### src/rtl/pexg_pkg.sv
package pexg_pkg;
  localparam logic [4:0]  ESC_TOP     = 5'b11011;
  localparam logic [15:0] CTL_MASK_A  = 16'hF803;
  localparam logic [15:0] CTL_MATCH_A = 16'hE003;
  localparam logic [15:0] CTL_MASK_B  = 16'h3003;
  localparam logic [15:0] CTL_MATCH_B = 16'h3001;
  localparam logic [15:0] REG_FORM    = 16'hC000;

  typedef struct packed {
    logic trap;
    logic proceed;
    logic nop;
  } verdict_t;
endpackage

### src/rtl/pexg_classify.sv
module pexg_classify
  import pexg_pkg::*;
#(
  parameter logic [7:0] WAIT_OP = 8'h9B
) (
  input  logic [7:0] opcode,
  input  logic [7:0] modrm,
  input  logic       summary,
  output verdict_t   verdict
);
  logic [15:0] code;
  logic        is_esc;
  logic        is_wait;
  logic        exempt_a;
  logic        exempt_b;
  logic        must_trap;

  always_comb begin
    code      = {modrm, opcode};
    is_esc    = (opcode[7:3] == ESC_TOP);
    is_wait   = (opcode == WAIT_OP);
    exempt_a  = ((code & CTL_MASK_A) == CTL_MATCH_A);
    exempt_b  = ((code & CTL_MASK_B) == CTL_MATCH_B) && ((code & REG_FORM) != REG_FORM);
    must_trap = summary && (is_wait || (is_esc && !(exempt_a || exempt_b)));
    verdict.trap    = must_trap;
    verdict.proceed = !must_trap;
    verdict.nop     = is_wait && !summary;
  end

  always_comb begin
    assert (!(verdict.nop && verdict.trap)) else $error("AST_NOP_NOT_TRAP");
  end
endmodule

### src/rtl/pexg_stage.sv
module pexg_stage #(
  parameter int unsigned W = 8
) (
  input  logic         clk,
  input  logic         rst_n,
  input  logic         up_valid,
  output logic         up_ready,
  input  logic [W-1:0] up_data,
  output logic         dn_valid,
  input  logic         dn_ready,
  output logic [W-1:0] dn_data
);
  logic         held;
  logic [W-1:0] store;

  assign up_ready = !held || dn_ready;
  assign dn_valid = held;
  assign dn_data  = store;

  always_ff @(posedge clk) begin
    if (!rst_n) begin
      held  <= 1'b0;
      store <= '0;
    end else if (up_ready) begin
      held <= up_valid;
      if (up_valid) store <= up_data;
    end
  end

  AST_STALL_HOLDS: assert property (@(posedge clk) disable iff (!rst_n)
    held && !dn_ready |=> held && $stable(store)) else $error("AST_STALL_HOLDS");
endmodule

### src/rtl/pexg_gate.sv
module pexg_gate
  import pexg_pkg::*;
#(
  parameter int unsigned        IP_W     = 32,
  parameter int unsigned        VEC_W    = 8,
  parameter int unsigned        ERR_W    = 16,
  parameter logic [VEC_W-1:0]   TRAP_VEC = 16,
  parameter logic [7:0]         WAIT_OP  = 8'h9B
) (
  input  logic             clk,
  input  logic             rst_n,
  input  logic             in_valid,
  output logic             in_ready,
  input  logic [7:0]       in_opcode,
  input  logic [7:0]       in_modrm,
  input  logic [IP_W-1:0]  in_entry_ip,
  input  logic             exc_summary,
  output logic             out_valid,
  input  logic             out_ready,
  output logic             out_trap,
  output logic             out_proceed,
  output logic             out_nop,
  output logic [VEC_W-1:0] out_vector,
  output logic [ERR_W-1:0] out_error,
  output logic [IP_W-1:0]  out_resume_ip
);
  localparam int unsigned VW = $bits(verdict_t);
  localparam int unsigned SW = VW + IP_W;

  verdict_t        verdict_in;
  verdict_t        verdict_q;
  logic [SW-1:0]   slot_in;
  logic [SW-1:0]   slot_q;

  pexg_classify #(.WAIT_OP(WAIT_OP)) u_classify (
    .opcode  (in_opcode),
    .modrm   (in_modrm),
    .summary (exc_summary),
    .verdict (verdict_in)
  );

  assign slot_in = {verdict_in, in_entry_ip};

  pexg_stage #(.W(SW)) u_stage (
    .clk      (clk),
    .rst_n    (rst_n),
    .up_valid (in_valid),
    .up_ready (in_ready),
    .up_data  (slot_in),
    .dn_valid (out_valid),
    .dn_ready (out_ready),
    .dn_data  (slot_q)
  );

  assign verdict_q     = verdict_t'(slot_q[SW-1:IP_W]);
  assign out_resume_ip = slot_q[IP_W-1:0];
  assign out_trap      = out_valid && verdict_q.trap;
  assign out_proceed   = out_valid && verdict_q.proceed;
  assign out_nop       = out_valid && verdict_q.nop;
  assign out_vector    = out_trap ? TRAP_VEC : '0;
  assign out_error     = '0;

  AST_ONE_VERDICT: assert property (@(posedge clk) disable iff (!rst_n)
    out_valid |-> $countones({out_trap, out_proceed}) == 1) else $error("AST_ONE_VERDICT");
  AST_IDLE_QUIET: assert property (@(posedge clk) disable iff (!rst_n)
    !out_valid |-> !(out_trap || out_proceed || out_nop)) else $error("AST_IDLE_QUIET");
  AST_CLEAR_PASSES: assert property (@(posedge clk) disable iff (!rst_n)
    in_valid && in_ready && !exc_summary |=> out_valid && out_proceed) else $error("AST_CLEAR_PASSES");
  AST_WAIT_TRAPS: assert property (@(posedge clk) disable iff (!rst_n)
    in_valid && in_ready && exc_summary && in_opcode == WAIT_OP |=> out_trap) else $error("AST_WAIT_TRAPS");
  AST_TRAP_VECTOR: assert property (@(posedge clk) disable iff (!rst_n)
    out_trap |-> out_vector == TRAP_VEC && out_error == '0) else $error("AST_TRAP_VECTOR");
  AST_IP_CAPTURE: assert property (@(posedge clk) disable iff (!rst_n)
    in_valid && in_ready |=> out_resume_ip == $past(in_entry_ip)) else $error("AST_IP_CAPTURE");
  AST_READY_RULE: assert property (@(posedge clk) disable iff (!rst_n)
    out_valid && !out_ready |-> !in_ready) else $error("AST_READY_RULE");
endmodule

### config.mk
export PLATFORM = sky130hd
export DESIGN_NAME = pexg_gate
export DESIGN_NICKNAME = d
export VERILOG_FILES = /design/src/rtl/pexg_pkg.sv /design/src/rtl/pexg_classify.sv /design/src/rtl/pexg_stage.sv /design/src/rtl/pexg_gate.sv
export SDC_FILE = /design/constraint.sdc
export NUM_CORES = 1
export LEC_CHECK = 0
export BUFFER_PORTS_ARGS = -buffer_cell sky130_fd_sc_hd__buf_2
export CAP_MARGIN = 40
export CORE_AREA = 2 2 73 68
export DETAILED_ROUTE_END_ITERATION = 10
export DIE_AREA = 0 0 75 70
export PLACE_DENSITY = 0.74
export SLEW_MARGIN = 30
export SYNTH_ARGS = -nofsm -noshare
export SYNTH_HDL_FRONTEND = slang
export SYNTH_SLANG_ARGS = --single-unit
export TNS_END_PERCENT = 5
### constraint.sdc
create_clock -name clk -period 1.2 [get_ports clk]
set_input_delay 0.06 -clock clk [delete_from_list [all_inputs] [get_ports clk]]
set_output_delay 0.06 -clock clk [all_outputs]
set_load 0.05 [all_outputs]
== Word-level counts from Yosys, hierarchy flattened ==
Index checks and enable logic that the tools add are counted.
Word-level totals
  register bits after elaboration: 36
  bits of input ports: 53
  output and inout port bits: 61
  word-level logic and storage cells: 23
Operators by class
  equal/unequal tests: 5
  multiplexer cells: 1
  reductions and logical operators: 15
Operators by type and width (count)
  $eq A8 B8 Y1 const B: 1
  $eq A7 B7 Y1 const B: 1
  $logic_and A1 B1 Y1: 7
  $eq A5 B5 Y1 const B: 1
  $mux W5: 1
  $eq A4 B4 Y1 const B: 1
  $logic_not A1 Y1: 4
  $logic_or A1 B1 Y1: 3
  $ne A2 B2 Y1 const B: 1
  $reduce_and A2 Y1: 1

== Logic depth before layout (Yosys ltp) ==
Gate-level depths: netlist of the first run.
  depth after elaboration: 8
  mapped depth: 7

== Modules after synthesis ==
A second synthesis of the first run with hierarchy kept.
Unflattened totals
  cell total of the unflattened synthesis: 198
  area total of the unflattened synthesis: 1783.0 um2
Modules (own cells, without submodules)
  pexg_stage: instances 1, cells each 157, area an instance 1480.2 um2
  pexg_gate: instances 1, cells each 28, area an instance 202.7 um2
  pexg_classify: instances 1, cells each 13, area an instance 100.1 um2

== Worst setup path after synthesis of the first run ==
Ideal clock, no wire load.
  path type: register -> register
  start point: register u_stage.held (netlist: u_stage.dn_valid)
  end point: register u_stage.store[10] (netlist: u_stage.dn_data[10])
  arrival: 1.468 ns
  setup slack: -0.390 ns
  stages on the path, launching flop included: 8
  buffers on the path: 3
  period minus slack after synthesis: 1.590 ns
  cells stage by stage: dfxtp_1 > nand2b_1 > buf_4 > and2_4 > buf_6 > buf_8 > nand2_1 > a21boi_0
On the way
  word-level cells in the longest chain between the ends: 3
Ends and longest elaborated chain
  start, declared: RTL line pexg_stage.sv:13  | logic held;
  start signal, assigned: RTL line pexg_stage.sv:25  | held <= up_valid;
  $logic_not A1 Y1: RTL line pexg_stage.sv:16  | assign up_ready = !held || dn_ready;
  $logic_or A1 B1 Y1: RTL line pexg_stage.sv:16
  named net in_ready: RTL line pexg_gate.sv:13  | output logic in_ready,
  $reduce_and A2 Y1 (no line)
  end signal, assigned: RTL line pexg_stage.sv:26  | if (up_valid) store <= up_data;
  end, declared: RTL line pexg_stage.sv:14  | logic [W-1:0] store;
The timed path passes the listed nets, and every way through them passes these cells.
A chain may end at the register's enable or synchronous reset.

== Final worst setup path of the first run ==
  start point: register u_stage.held (netlist: u_stage.dn_valid)
  end point: register u_stage.store[32] (netlist: u_stage.dn_data[32])
On the way
  word-level cells in the longest chain between the ends: 3
Ends and longest elaborated chain (RTL line)
  $logic_not A1 Y1: pexg_stage.sv:16
  $logic_or A1 B1 Y1: pexg_stage.sv:16
  $reduce_and A2 Y1 (no line)
Every way passes these cells.

==> results of run 1 <==
-- cells in the mapped netlist --
cell,instances,area [sq um]
clkbuf_1,3,11.3
a2111oi_0,1,8.76
nand3_1,2,10.0
buf_8,1,15.0
o21a_1,1,7.51
buf_2,2,10.0
or3_1,1,6.26
and2_1,3,18.8
a21boi_1,23,173
and4b_1,1,10.0
nand4b_1,1,8.76
a21boi_0,11,82.6
o2bb2ai_1,1,8.76
nand2_1,66,248
conb_1,1,3.75
buf_6,3,33.8
o221ai_1,1,8.76
buf_4,58,435
nand2b_1,1,6.26
nand2_2,1,6.26
nor2_1,2,7.51
inv_1,2,7.51
dfxtp_1,36,721
o31ai_1,1,7.51
and2_4,1,8.76
nor3_1,1,5.00
nand4_1,1,6.26
-- per-stage QoR --
step                      instance area [sq um]  hold slack (ps)
after CTS                                  2140             4.37
after global placement                     2060              301
after global routing                       2150            0.730
final                                      2150             15.8
after detailed placement                   2060              306
after floorplan                            1970              188
-- how the worst min path moves through the flow --
stage                                                  end  slack, ps  cells after the start
after floorplan              u_stage.dn_valid$_SDFFE_PN0N_        190                      2
after global placement     u_stage.dn_data[7]$_SDFFE_PN0P_        300                      3
after detailed placement   u_stage.dn_data[9]$_SDFFE_PN0P_        310                      3
after CTS                  u_stage.dn_data[9]$_SDFFE_PN0P_          4                      3
after global routing       u_stage.dn_data[5]$_SDFFE_PN0P_        0.7                      3
final                     u_stage.dn_data[10]$_SDFFE_PN0P_         20                      3
-- worst max-delay path: cells and delay by family, from the launching register on --
kind               cells  cell delay, ps
DFF                    1             350
AOI/OAI and AO/OA      1             140
and+or+nand+nor        3             540
-- kinds of logic (layout without fill, tap and decap cells) --
kind of cell	after synthesis	in the layout	share of synthesized area [%]
other cells	1	23	0.200
compound gates	39	39	15.8
flops	36	36	38.4
buf+inv	69	101	27.4
simple gates	81	81	18.2
-- final cells by class --
type	instances	area [sq um]
fillers	503	2450
multi-input cells	143	732
flip-flops and latches	36	724
repair buffers	92	523
well taps	65	81.3
clock buffers	6	72.6
inverters	2	7.51
clock inverters	1	5.00
-- what timing repair did --
item                       CTS  global route
setup endpoints to repair    1            36
resized for setup            1             1
pin swaps                    0             1
hold buffers                 0             0
-- sequential cells by signal (all words and copies together), names as in the netlist --
register,count
u_stage.dn_valid,1
u_stage.dn_data,35
-- per-layer routing --
layer,share of wire (%),global-route usage [%]
met2,47,20.6
met5,0,0
met4,0.61,4.56
met1,43,15.6
met3,9.7,4.91
-- power by group through the flow --
stage                     registers, W  logic [W]  clock network, W
after floorplan                0.00132   0.000706                 0
after global placement         0.00132   0.000752                 0
final                          0.00129   0.000750          0.000783
after detailed placement       0.00132   0.000755                 0
after CTS                      0.00129   0.000756          0.000830
after global routing           0.00130   0.000804          0.000879
==> reports/results.ini, run 1 <==
[global_route]
first_global_vias = 1265
grt_use_total_pct = 12.9
gr-total-overflow = 0
grt_pass1_wl_microns = 5290
antenna_found_initial = 0
grt_max_degree = 20

[logic_synthesis]
yosysWarnings = 0
synth_cells = 226
ys_types = 27
ys_seq_area_share_pct = 38.4
netlist_area_sq_mm = 0.00188
ys_seq_elements = 36
syn_area_per_cell_sq_um = 8.30

[floorplanning]
initial_core_util_pct = 40.8
core_area_sq_mm = 0.00459
die_area_sq_mm = 0.00525
fp.dieH_microns = 70
die_w_microns = 75
ios = 114
fp-row-count = 24

[power_and_ir_drop]
fin_total_pwr_w = 0.00283
power.leakage_nw = 1.08
switching_share_pct = 34.3
ir_drop_v = 0.000442
intPower_w = 0.00186
seq_power_share_pct = 45.8
power_frac_clock_pct = 27.7
p_switching_w = 0.000968
combPwrFrac_pct = 26.5
power.density_mw_per_mm2 = 1320

[sta]
hold_violations = 0
finClkSkew_ps = 2.64
fin_crit_ps = 1100
tns_ps = 0
period_share_pct = 91.7
setup_viol = 0
setup_ws_ps = 99.4
max-slew-margin-rel_pct = 60.8
worst_slew_pin_slew_ps = 573
grt_setup_unrepaired = false
fmax_mhz = 909
slew_viol_final = 0

[placement]
place_ws_ps = 8.80
gp_congestion = 0.723
dp_cells = 338
dpl.hpwl_microns = 2570
portBuffers = 87

[routing]
routed_wl_microns = 3300
dr.pass1.iters = 4
wl_per_cell_microns = 9.57
drc = 0
drt-initial-drc-count = 30
vias_per_cell = 4.24
vias = 1464
ant_nets = 0

[worst_setup_path]
cp_slowest_stage_delay_ps = 350
end_kind = flop
cp_max_fo = 6
crit_slowest_cell = dfxtp_4
crit_start = u_stage.dn_valid$_SDFFE_PN0N_
critical_path_arrival_ps = 1310
cp-start-kind = flop
endpoint = u_stage.dn_data[32]$_SDFFE_PN0P_
crit_required_ps = 1410
r2r-start = u_stage.dn_valid$_SDFFE_PN0N_
r2r_setup_slack_ps = 100
reg2reg_depth = 4
crit_type = flop to flop
crit_chain = nand2b_2 > nand3_1 > or3_1 > a21boi_1
r2r_end = u_stage.dn_data[32]$_SDFFE_PN0P_

[clocking]
clock_latency_ps = 270
numCtsBuffers = 5
clk_path_buf_depth = 2
cts_max_level = 2
clk_pin_slew_ps = 70
cts_tree = built
post_cts_buffers = 0
clock-sinks = 36
cts_root_buf = clkbuf_8

[layout]
final_cells = 345
antennaDiodeCount = 0
final_common_cell = buf_2
area.growth.synth_to_final_pct = 14.4
drive_above_1_share_pct = 36.8
layout_common_cells = buf_2, nand2_1, dfxtp_1
post-route-util_pct = 46.7
nNetsFinal = 333

[status]
status = complete, no violations

[min_path]
hold_path_class = input pin to flop
hp-start = in_entry_ip[10]

[job]
drv_cap = 0

Power figures use the tool's default switching activity.
==> inputs of run 2 (changes only) <==
--- a/config.mk
+++ b/config.mk
@@ -7,10 +7,10 @@
 export LEC_CHECK = 0
 export BUFFER_PORTS_ARGS = -buffer_cell sky130_fd_sc_hd__buf_2
 export CAP_MARGIN = 40
-export CORE_AREA = 2 2 73 68
+export CORE_AREA = 2 2 76 70
 export DETAILED_ROUTE_END_ITERATION = 10
-export DIE_AREA = 0 0 75 70
-export PLACE_DENSITY = 0.74
+export DIE_AREA = 0 0 78 72
+export PLACE_DENSITY = 0.81
 export SLEW_MARGIN = 30
 export SYNTH_ARGS = -nofsm -noshare
 export SYNTH_HDL_FRONTEND = slang
==> constraint.sdc (replaced) <==
create_clock -name clk -period 1.28 [get_ports clk]
set_input_delay 0.064 -clock clk [delete_from_list [all_inputs] [get_ports clk]]
set_output_delay 0.064 -clock clk [all_outputs]
set_load 0.05 [all_outputs]
==> reports/results.ini, run 2 (synthesized netlist as in run 1, its figures left out) <==
[status]
status = complete, no violations  ; unchanged

[routing]
vias_per_cell = 4.24  ; about the same
vias = 1470  ; was 1,464
ant_nets = 0  ; unchanged
routed_wl_microns = 3570  ; was 3300 microns
drt-initial-drc-count = 39  ; was 30
wl_per_cell_microns = 10.3  ; was 9.57 microns
dr.pass1.iters = 4  ; unchanged
drc = 0  ; unchanged

[layout]
post-route-util_pct = 45.1  ; was 46.7%
nNetsFinal = 334  ; was 333
largest_reg_flops = 35  ; unchanged
drive_above_1_share_pct = 36.9  ; was 36.8%
final_common_cell = buf_2  ; unchanged
area.growth.synth_to_final_pct = 15.4  ; was 14.4%
antennaDiodeCount = 0  ; unchanged
layout_common_cells = buf_2, nand2_1, dfxtp_1  ; unchanged

[sta]
grt_setup_unrepaired = false  ; unchanged
hold_violations = 0  ; unchanged
finClkSkew_ps = 6.76  ; was 2.64 ps
slew_viol_final = 0  ; unchanged
setup_viol = 0  ; unchanged
tns_ps = 0  ; unchanged
period_share_pct = 87.4  ; was 91.7%
hold_ws_ps = 13.1  ; was 15.8 ps
worst_slew_pin_slew_ps = 511  ; was 573 ps
max-slew-margin-rel_pct = 65.1  ; was 60.8%
fmax_mhz = 894  ; was 909 MHz
fin_crit_ps = 1120  ; was 1100 ps

[global_route]
top_usage_layer = met2  ; unchanged
met3_usage_pct = 2.74  ; was 4.91%
grt_use_met1_pct = 14.9  ; was 15.6%
gr-total-overflow = 0  ; unchanged
first_global_vias = 1277  ; was 1,265
antenna_found_initial = 0  ; unchanged
grt_use_total_pct = 12.6  ; was 12.9%
grt_max_degree = 37  ; was 20
grt_pass1_wl_microns = 5600  ; was 5290 microns
grt_util_met2_pct = 21.2  ; was 20.6%

[floorplanning]
die_w_microns = 78  ; was 75 microns
fp.dieH_microns = 72  ; was 70 microns
ios = 114  ; unchanged
initial_core_util_pct = 39.0  ; was 40.8%
core_area_sq_mm = 0.00480  ; was 0.00459 sq mm
fp-row-count = 24  ; unchanged
die_area_sq_mm = 0.00562  ; was 0.00525 sq mm

[power_and_ir_drop]
ir_drop_v = 0.000401  ; was 0.000442 V
power.density_mw_per_mm2 = 1260  ; was 1320 mW/mm^2
power.leakage_nw = 1.08  ; about the same
switching_share_pct = 34.2  ; was 34.3%
intPower_w = 0.00180  ; was 0.00186 W
p_switching_w = 0.000934  ; was 0.000968 W
seq_power_share_pct = 44.4  ; was 45.8%
combPwrFrac_pct = 25.8  ; was 26.5%
power_frac_clock_pct = 29.8  ; was 27.7%

[clocking]
clock-sinks = 36  ; unchanged
clock_latency_ps = 280  ; was 270 ps
cts_root_buf = clkbuf_8  ; unchanged
cts_tree = built  ; unchanged
numCtsBuffers = 5  ; unchanged
cts_max_level = 2  ; unchanged
clk_pin_slew_ps = 80  ; was 70 ps
clk_path_buf_depth = 2  ; unchanged
post_cts_buffers = 0  ; unchanged

[worst_setup_path]
critical_path_arrival_ps = 1290  ; was 1310 ps
r2r-start = u_stage.dn_valid$_SDFFE_PN0N_  ; unchanged
reg2reg_depth = 5  ; was 4
r2r_setup_slack_ps = 160  ; was 100 ps
cp-start-kind = flop  ; unchanged
crit_type = flop to flop  ; unchanged
end_kind = flop  ; unchanged
crit_required_ps = 1450  ; was 1410 ps
cp_max_fo = 16  ; was 6
r2r_end = u_stage.dn_data[33]$_SDFFE_PN0P_  ; was u_stage.dn_data[32]$_SDFFE_PN0P_

[min_path]
holdPathEnd = u_stage.dn_data[24]$_SDFFE_PN0P_  ; was u_stage.dn_data[10]$_SDFFE_PN0P_
hp-start = in_entry_ip[24]  ; was in_entry_ip[10]
hold_path_class = input pin to flop  ; unchanged
holdPathStages = 3  ; unchanged

[placement]
portBuffers = 87  ; unchanged
dpl.hpwl_microns = 2610  ; was 2570 microns
gp_congestion = 0.730  ; was 0.723

[job]
drv_cap = 0  ; unchanged

-- run 2: cell types whose count changed in the layout (fill, tap and decap cells not counted), sizes merged --
cell	delta
buf	-1
clkinv	+1
dlygate4sd3	+2
-- run 2: layout make-up --
type / instances / area [sq um]
multi-input combinational: 143 / 732
clock inverter: 2 / 10.0
clock buffer: 6 / 82.6
inverter: 2 / 7.51
sequential: 36 / 724
timing repair buffer: 93 / 527
fill: 501 / 2640
tap: 65 / 81.3
-- run 2: timing repair --
action / CTS / global route
endpoints found under the hold margin: 2 / 0
gates resized for setup: 0 / 3
hold buffers: 2 / 0
setup endpoints to repair: 0 / 5
-- run 2: worst max-delay path: stages (launching register included) --
cell      delay (ps)
dfxtp_4          360
nand2b_2         100
and2_4           180
buf_12           150
o221ai_1         170
nor2_1            50
-- run 2: power groups by stage --
stage	registers [W]	clock network, W	logic [W]
floorplan	0.00124	0	0.000660
global placement	0.00124	0	0.000694
detailed placement	0.00124	0	0.000700
CTS	0.00121	0.000861	0.000706
global route	0.00122	0.000919	0.000752
finish	0.00121	0.000815	0.000704
-- run 2: worst max path at each step --
stage / from / to / slack (ps) / cells after the start
2_1_floorplan: u_stage.dn_valid$_SDFFE_PN0N_ / u_stage.dn_data[11]$_SDFFE_PN0P_ / -7 / 7
3_3_place_gp: u_stage.dn_valid$_SDFFE_PN0N_ / u_stage.dn_data[33]$_SDFFE_PN0P_ / 120 / 5
3_5_place_dp: u_stage.dn_valid$_SDFFE_PN0N_ / u_stage.dn_data[34]$_SDFFE_PN0P_ / 70 / 4
4_1_cts: u_stage.dn_valid$_SDFFE_PN0N_ / u_stage.dn_data[34]$_SDFFE_PN0P_ / 40 / 4
5_1_grt: u_stage.dn_valid$_SDFFE_PN0N_ / u_stage.dn_data[34]$_SDFFE_PN0P_ / 70 / 4
6_report: u_stage.dn_valid$_SDFFE_PN0N_ / u_stage.dn_data[33]$_SDFFE_PN0P_ / 160 / 5
-- run 2: per-stage QoR --
stage / setup slack (ps) / instance area [sq um] / std cells / total power [W]
finish: 161 / 2160 / 347 / 0.00273
global route: 65.1 / 2160 / 347 / 0.00289
CTS: 44.5 / 2150 / 347 / 0.00278
detailed placement: 69.5 / 2040 / 337 / 0.00194
global placement: 120 / 2040 / 337 / 0.00193
floorplan: -7.21 / 1970 / 248 / 0.00190
-- run 2: layer usage --
layer,part of all wire (%),wire length (microns)
met5,0,0
met4,2.3,83
met3,7.1,255
met2,47,1680
met1,43,1550
